### src/rtl/vc_pkg.sv
package vc_pkg;

  typedef struct packed {
    logic respond;
    logic hit;
    logic keep;
    logic inval;
    logic memReq;
    logic update;
    logic alloc;
    logic bumpPtr;
    logic markShared;
  } vc_strobe_t;

endpackage

### src/rtl/vc_control.sv
module vc_control
  import vc_pkg::*;
#(
  parameter int WAYS  = 2,
  parameter int TAG_W = 8,
  parameter int ID_W  = 2,
  localparam int WAY_W = $clog2(WAYS)
) (
  input  logic                        clk,
  input  logic                        rst,
  input  logic                        reqValid,
  input  logic                        reqEvict,
  input  logic [TAG_W-1:0]            reqTag,
  input  logic [ID_W-1:0]             reqId,
  input  logic [WAYS-1:0]             setValid,
  input  logic [WAYS-1:0][TAG_W-1:0]  setTags,
  input  logic [WAYS-1:0][ID_W-1:0]   setIds,
  input  logic [WAYS-1:0]             setShared,
  input  logic [WAY_W-1:0]            setPtr,
  output vc_strobe_t                  strobe,
  output logic [WAY_W-1:0]            ctrlWay
);

  logic [WAYS-1:0]  hitVec;
  logic             anyHit;
  logic             anyFree;
  logic [WAY_W-1:0] hitWay;
  logic [WAY_W-1:0] freeWay;

  for (genvar w = 0; w < WAYS; w++) begin : g_cmp
    assign hitVec[w] = setValid[w] && (setTags[w] == reqTag);
  end

  assign anyHit  = |hitVec;
  assign anyFree = ~&setValid;

  always_comb begin
    hitWay  = '0;
    freeWay = '0;
    for (int w = WAYS - 1; w >= 0; w--) begin
      if (hitVec[w])    hitWay  = WAY_W'(w);
      if (!setValid[w]) freeWay = WAY_W'(w);
    end
  end

  always_comb begin
    strobe  = '0;
    ctrlWay = '0;
    if (reqValid) begin
      if (!reqEvict) begin
        strobe.respond = 1'b1;
        if (anyHit) begin
          strobe.hit = 1'b1;
          ctrlWay    = hitWay;
          if (setShared[hitWay] || (setIds[hitWay] != reqId)) begin
            strobe.keep       = 1'b1;
            strobe.markShared = 1'b1;
          end else begin
            strobe.inval = 1'b1;
          end
        end else begin
          strobe.memReq = 1'b1;
        end
      end else if (anyHit) begin
        strobe.update     = 1'b1;
        ctrlWay           = hitWay;
        strobe.markShared = (setIds[hitWay] != reqId);
      end else begin
        strobe.alloc   = 1'b1;
        ctrlWay        = anyFree ? freeWay : setPtr;
        strobe.bumpPtr = !anyFree;
      end
    end
  end

  // a set never holds two valid copies of one tag
  assert_single_copy_R6: assert property (@(posedge clk) disable iff (rst)
    reqValid |-> $countones(hitVec) <= 1);

endmodule

### src/rtl/vc_datapath.sv
module vc_datapath
  import vc_pkg::*;
#(
  parameter int ADDR_W = 12,
  parameter int DATA_W = 16,
  parameter int ID_W   = 2,
  parameter int WAYS   = 2,
  parameter int SETS   = 4,
  parameter int BANKS  = 4,
  localparam int WAY_W   = $clog2(WAYS),
  localparam int IDX_W   = $clog2(BANKS) + $clog2(SETS),
  localparam int TAG_W   = ADDR_W - IDX_W,
  localparam int ENTRIES = BANKS * SETS,
  localparam int CNT_W   = $clog2(ENTRIES * WAYS + 1)
) (
  input  logic                        clk,
  input  logic                        rst,
  input  logic                        reqValid,
  input  logic                        reqEvict,
  input  logic [ADDR_W-1:0]           reqAddr,
  input  logic [ID_W-1:0]             reqId,
  input  logic [DATA_W-1:0]           reqData,
  input  vc_strobe_t                  strobe,
  input  logic [WAY_W-1:0]            ctrlWay,
  output logic [TAG_W-1:0]            reqTag,
  output logic [WAYS-1:0]             setValid,
  output logic [WAYS-1:0][TAG_W-1:0]  setTags,
  output logic [WAYS-1:0][ID_W-1:0]   setIds,
  output logic [WAYS-1:0]             setShared,
  output logic [WAY_W-1:0]            setPtr,
  output logic                        respValid,
  output logic                        respHit,
  output logic                        respKept,
  output logic [DATA_W-1:0]           respData,
  output logic [ID_W-1:0]             respId,
  output logic                        memReqValid,
  output logic [ADDR_W-1:0]           memReqAddr,
  output logic [ID_W-1:0]             memReqId
);

  logic [WAYS-1:0]                validArr  [ENTRIES];
  logic [WAYS-1:0][TAG_W-1:0]     tagArr    [ENTRIES];
  logic [WAYS-1:0][DATA_W-1:0]    dataArr   [ENTRIES];
  logic [WAYS-1:0][ID_W-1:0]      idArr     [ENTRIES];
  logic [WAYS-1:0]                sharedArr [ENTRIES];
  logic [WAY_W-1:0]               ptrArr    [ENTRIES];

  logic [IDX_W-1:0] idx;
  logic [CNT_W-1:0] totalValid;

  assign idx       = reqAddr[IDX_W-1:0];
  assign reqTag    = reqAddr[ADDR_W-1:IDX_W];
  assign setValid  = validArr[idx];
  assign setTags   = tagArr[idx];
  assign setIds    = idArr[idx];
  assign setShared = sharedArr[idx];
  assign setPtr    = ptrArr[idx];

  always_comb begin
    totalValid = '0;
    for (int e = 0; e < ENTRIES; e++) begin
      totalValid = totalValid + CNT_W'($countones(validArr[e]));
    end
  end

  always_ff @(posedge clk) begin
    if (rst) begin
      for (int e = 0; e < ENTRIES; e++) begin
        validArr[e]  <= '0;
        tagArr[e]    <= '0;
        dataArr[e]   <= '0;
        idArr[e]     <= '0;
        sharedArr[e] <= '0;
        ptrArr[e]    <= '0;
      end
      respValid   <= 1'b0;
      respHit     <= 1'b0;
      respKept    <= 1'b0;
      respData    <= '0;
      respId      <= '0;
      memReqValid <= 1'b0;
      memReqAddr  <= '0;
      memReqId    <= '0;
    end else begin
      respValid   <= strobe.respond;
      respHit     <= strobe.hit;
      respKept    <= strobe.keep;
      respData    <= strobe.hit ? dataArr[idx][ctrlWay] : '0;
      respId      <= reqId;
      memReqValid <= strobe.memReq;
      memReqAddr  <= reqAddr;
      memReqId    <= reqId;

      if (strobe.inval) validArr[idx][ctrlWay] <= 1'b0;

      if (strobe.keep || strobe.update) begin
        idArr[idx][ctrlWay] <= reqId;
        if (strobe.markShared) sharedArr[idx][ctrlWay] <= 1'b1;
      end

      if (strobe.update) dataArr[idx][ctrlWay] <= reqData;

      if (strobe.alloc) begin
        validArr[idx][ctrlWay]  <= 1'b1;
        tagArr[idx][ctrlWay]    <= reqTag;
        dataArr[idx][ctrlWay]   <= reqData;
        idArr[idx][ctrlWay]     <= reqId;
        sharedArr[idx][ctrlWay] <= 1'b0;
      end

      if (strobe.bumpPtr) begin
        ptrArr[idx] <= (ptrArr[idx] == WAY_W'(WAYS - 1)) ? '0 : ptrArr[idx] + 1'b1;
      end
    end
  end

  // occupancy grows only after an eviction request
  assert_alloc_from_evict_R2: assert property (@(posedge clk) disable iff (rst)
    totalValid > $past(totalValid) |-> $past(reqValid && reqEvict));

  // a memory request is always a missed lookup response
  assert_miss_forward_R3: assert property (@(posedge clk) disable iff (rst)
    memReqValid |-> respValid && !respHit);

  // only a hit can report a retained line
  assert_kept_is_hit_R4: assert property (@(posedge clk) disable iff (rst)
    respKept |-> respHit);

  // a line handed back frees one slot
  assert_move_frees_R5: assert property (@(posedge clk) disable iff (rst)
    respValid && respHit && !respKept |-> totalValid < $past(totalValid));

  // lookups only produce responses
  assert_resp_from_lookup_R10: assert property (@(posedge clk) disable iff (rst)
    respValid |-> $past(reqValid && !reqEvict));

endmodule

### src/rtl/victim_cache.sv
module victim_cache
  import vc_pkg::*;
#(
  parameter int ADDR_W = 12,
  parameter int DATA_W = 16,
  parameter int ID_W   = 2,
  parameter int WAYS   = 2,
  parameter int SETS   = 4,
  parameter int BANKS  = 4
) (
  input  logic              clk,
  input  logic              rst,
  input  logic              reqValid,
  input  logic              reqEvict,
  input  logic [ADDR_W-1:0] reqAddr,
  input  logic [ID_W-1:0]   reqId,
  input  logic [DATA_W-1:0] reqData,
  output logic              respValid,
  output logic              respHit,
  output logic              respKept,
  output logic [DATA_W-1:0] respData,
  output logic [ID_W-1:0]   respId,
  output logic              memReqValid,
  output logic [ADDR_W-1:0] memReqAddr,
  output logic [ID_W-1:0]   memReqId
);

  localparam int WAY_W = $clog2(WAYS);
  localparam int IDX_W = $clog2(BANKS) + $clog2(SETS);
  localparam int TAG_W = ADDR_W - IDX_W;

  vc_strobe_t                 strobe;
  logic [WAY_W-1:0]           ctrlWay;
  logic [TAG_W-1:0]           reqTag;
  logic [WAYS-1:0]            setValid;
  logic [WAYS-1:0][TAG_W-1:0] setTags;
  logic [WAYS-1:0][ID_W-1:0]  setIds;
  logic [WAYS-1:0]            setShared;
  logic [WAY_W-1:0]           setPtr;

  vc_control #(
    .WAYS(WAYS), .TAG_W(TAG_W), .ID_W(ID_W)
  ) u_control (
    .clk(clk), .rst(rst),
    .reqValid(reqValid), .reqEvict(reqEvict), .reqTag(reqTag), .reqId(reqId),
    .setValid(setValid), .setTags(setTags), .setIds(setIds),
    .setShared(setShared), .setPtr(setPtr),
    .strobe(strobe), .ctrlWay(ctrlWay)
  );

  vc_datapath #(
    .ADDR_W(ADDR_W), .DATA_W(DATA_W), .ID_W(ID_W),
    .WAYS(WAYS), .SETS(SETS), .BANKS(BANKS)
  ) u_datapath (
    .clk(clk), .rst(rst),
    .reqValid(reqValid), .reqEvict(reqEvict), .reqAddr(reqAddr),
    .reqId(reqId), .reqData(reqData),
    .strobe(strobe), .ctrlWay(ctrlWay),
    .reqTag(reqTag), .setValid(setValid), .setTags(setTags),
    .setIds(setIds), .setShared(setShared), .setPtr(setPtr),
    .respValid(respValid), .respHit(respHit), .respKept(respKept),
    .respData(respData), .respId(respId),
    .memReqValid(memReqValid), .memReqAddr(memReqAddr), .memReqId(memReqId)
  );

endmodule

### config.mk
export PLATFORM = sky130hd
export DESIGN_NAME = victim_cache
export DESIGN_NICKNAME = d
export VERILOG_FILES = /design/src/rtl/vc_pkg.sv /design/src/rtl/vc_control.sv /design/src/rtl/vc_datapath.sv /design/src/rtl/victim_cache.sv
export SDC_FILE = /design/constraint.sdc
export NUM_CORES = 1
export LEC_CHECK = 0
export ABC_CLOCK_PERIOD_IN_PS = 6000
export BUFFER_PORTS_ARGS = -buffer_cell sky130_fd_sc_hd__buf_2
export CORE_MARGIN = 4
export CORE_UTILIZATION = 55
export CTS_BUF_LIST = sky130_fd_sc_hd__clkbuf_8
export DETAILED_ROUTE_END_ITERATION = 7
export PLACE_DENSITY = 0.72
export SYNTH_ARGS = -nofsm -noshare
export SYNTH_HDL_FRONTEND = slang
export SYNTH_SLANG_ARGS = --single-unit
### constraint.sdc
create_clock -name clk -period 6 [get_ports clk]
set_clock_uncertainty 0.15 [all_clocks]
set_input_delay 0.6 -clock clk [delete_from_list [all_inputs] [get_ports clk]]
set_output_delay 0.6 -clock clk [all_outputs]
set_load 0.02 [all_outputs]
==> impl_metrics.yaml <==
status:
  status: "finished, final reports clean"
yosys:
  synth_edf_count: 912
  ys_ff_latch: 946
  synthArstFlopShare_pct: 0
  yosysWarnings: 0
  yosys.area_share.adder_pct: 0
  synth_fp_nets: 3141
  yosysSeqAreaShare_pct: 63.3
  synth.distinct_cells: 77
  synth_top_family_by_area: "simple AND/OR/NAND/NOR gates"
  synthMuxAreaShare_pct: 14.0
  synthCells: 3107
  synth_compound_area_share_pct: 3.89
  synthXorXnorAreaFrac_pct: 0.237
  synth-simple-area-share_pct: 15.0
  synth-main-ff-cell: "edfxtp_1"
  synth_area_um2: 44300
  avgSynthCellArea_um2: 14.3
sta:
  finalCritPeriodShare_pct: 79.7
  setup-tns-final_ps: 0
  tightest_slew_ps: 1270
  period_needed_ps: 4780
  whs_ps: 65.4
  final-setup-viol-count: 0
  fmax_ghz: 0.209
  finalHoldViolations: 0
  relSlewSlack_pct: 14.9
  slew_violations: 0
  rsz0062_at_grt: "no"
die:
  rows: 103
  core_area_um2: 79400
  start_util_pct: 55.8
  die_w_um: 292
  pin_count: 70
  die_area_um2: 85200
  die_h_um: 292
finish:
  multiInputGateArea_um2: 14800
  final_net_count: 3193
  final.fill_count: 5970
  syn_to_final_growth_pct: 9.72
  layout-drive-gt1-share_pct: 21.5
  fin_cells: 4335
  final_util_pct: 61.2
  seqCellArea_um2: 28100
drt:
  num_vias: 28400
  drcViolationCount: 0
  drt_iter0_drc: 4182
  via_per_inst: 6.56
  drt_first_pass_iters: 6
  wire_per_inst_um: 28.6
  wirelength_um: 124000
  postRouteAntennaNets: 0
clock_tree:
  cts_setup_buffers: 0
  clkTransAtPathRegs_ps: 60
  clk_latency_ps: 820
  cts_buffers: 154
  tritoncts: "built"
  cts_resized: 0
  cts.sinks: 946
  cts-root-buf: "clkbuf_8"
  htreeDepth: 4
  clockBufferDepth: 3
critical_path:
  startpoint_type: "primary input"
  critical_path_class: "in2reg"
  crit_chain: "buf_4, buf_4, mux2i_1, a22o_1, o311a_1, nor4b_1, nand3b_1, nor4_4, a211oi_4, nor3_2, a21o_1"
  worstPathArrival_ps: 5100
  slowest_delay_ps: 960
  rrSetupSlack_ps: 1440
  required_ps: 6310
  critical-path-slowest-cell: "nor3_2"
  reg2regPathDepth: 9
  path_buf_inv: 2
  crit_top_cell: "buf_4"
  worst_setup_path_end_kind: "flip-flop"
  worstReg2RegEnd: "u_datapath.tagArr[13][7]"
  cp_top_family: "simple AND/OR/NAND/NOR gates"
  r2r_start: "u_datapath.tagArr[8][0]"
  critPathMaxFanout: 47
flow_run:
  drv_cap: 0
pwr:
  powerDensity_nw_per_um2: 284
  power.leakage_nw: 18.7
  power_mw: 13.8
  ir_drop_v: 0.000228
place:
  io_buffers: 69
  gp_congestion: 0.912
  dpl.cell_count: 4049
  dp_hpwl_um: 77400
worst_hold_path:
  holdPathStages: 2
  holdPathEnd: "u_datapath.memReqAddr[8]"
  hold_class: "in2reg"
  min_from: "reqAddr[8]"
global_route:
  first_global_vias: 28200
  antenna_found_initial: 8
  grt_pass1_wl_um: 184000
  grt_usage_pct: 29.0
  grt-ovfl-total: 0
  grt_max_degree: 257
[cell usage in the layout, fill, tap and decap left out, drive strengths merged, types with 15 or more instances in the layout]
cell type and n:
nand3 50, a21o 24, and3 270, clkinv 40, nor2 398, nor2b 21, buf 221, o21bai 74
nand2 89, a22oi 15, o22ai 15, o21ai 24, nor3 35, mux4 239, nor4 56, and2 260
mux2i 53, dfxtp 34, mux2 24, a21oi 30, nand2b 45, clkbuf 161, edfxtp 912, inv 94
[Yosys cell counts, types with 9 or more instances]
master	instances	area share [%]
a21o_1	24	0.41
a21oi_1	29	0.33
a22oi_1	15	0.25
a41oi_1	12	0.24
and2_1	260	3.7
and3_1	270	3.8
buf_1	38	0.32
buf_2	73	0.82
buf_4	9	0.15
clkbuf_1	199	1.7
dfxtp_1	34	1.5
edfxtp_1	912	62
inv_1	19	0.16
mux2_2	24	0.61
mux2i_1	53	1.2
mux4_1	11	0.65
mux4_2	228	12
nand2_1	89	0.75
nand2b_1	45	0.64
nand3_1	50	0.56
nor2_1	398	3.4
nor2b_1	21	0.30
nor3_1	19	0.21
nor3_2	16	0.36
nor4_1	54	0.76
o21ai_0	11	0.12
o21ai_1	11	0.12
o21bai_1	74	1.3
o22ai_1	15	0.21
xnor2_1	11	0.22
[report_power, final]
group	internal, mW	switching, mW	total, mW
Combinational	0.412	0.747	1.16
Sequential	7.44	0.0611	7.50
Clock	2.57	2.57	5.14
[metrics by stage]
step / instance area, um^2 / worst slack (ps)
floorplan: 44300 / 1570
global placement: 45800 / 556
detailed placement: 45800 / 463
CTS: 48600 / 1300
global route: 48600 / 940
finish: 48600 / 1220
[worst max-delay path by stage]
| stage | startpoint | to | depth (start not counted) |
|---|---|---|---|
| 2_1_floorplan | reqAddr[0] | u_datapath.dataArr[2][16] | 13 |
| 3_3_place_gp | reqAddr[0] | u_datapath.tagArr[13][5] | 10 |
| 3_5_place_dp | reqAddr[0] | u_datapath.validArr[8][0] | 11 |
| 4_1_cts | reqAddr[0] | u_datapath.validArr[8][0] | 11 |
| 5_1_grt | reqAddr[0] | u_datapath.tagArr[13][1] | 11 |
| 6_report | reqAddr[3] | u_datapath.tagArr[13][7] | 11 |
[per-layer routing]
| metal | track usage [%] | wire [um] |
|---|---|---|
| met5 | 0 | 0 |
| met4 | 12.5 | 5700 |
| met3 | 7.10 | 14700 |
| met2 | 45.4 | 58600 |
| met1 | 39.4 | 45000 |
[cell families after synthesis]
kind of cell,after synthesis
compound gates,235
xor+xnor,12
buf+inv,351
flops,946
mux,316
simple gates,1247
[layout make-up]
cell class / instances / share of cell area, %
Sequential cell: 946 / 57.7
Multi-Input combinational cell: 1810 / 30.3
Clock buffer: 160 / 4.53
Timing Repair Buffer: 226 / 3.31
Tap cell: 1050 / 2.70
Clock inverter: 120 / 1.20
Inverter: 21 / 0.162
Antenna cell: 2 / 0.0103
[timing repair]
item | CTS | global route
hold buffers | 4 | 0
hold endpoints to repair | 4 | 0
setup endpoints to repair | 0 | 0
[sequential cells by signal, summed over array words and instances, names as in the netlist, 2 cells and up]
signal and flops:
u_datapath.dataArr 512, u_datapath.idArr 64, u_datapath.memReqAddr 12, u_datapath.ptrArr 16
u_datapath.respData 16, u_datapath.respId 2, u_datapath.sharedArr 32, u_datapath.tagArr 256
u_datapath.validArr 32
Power figures use the tool's default switching activity.
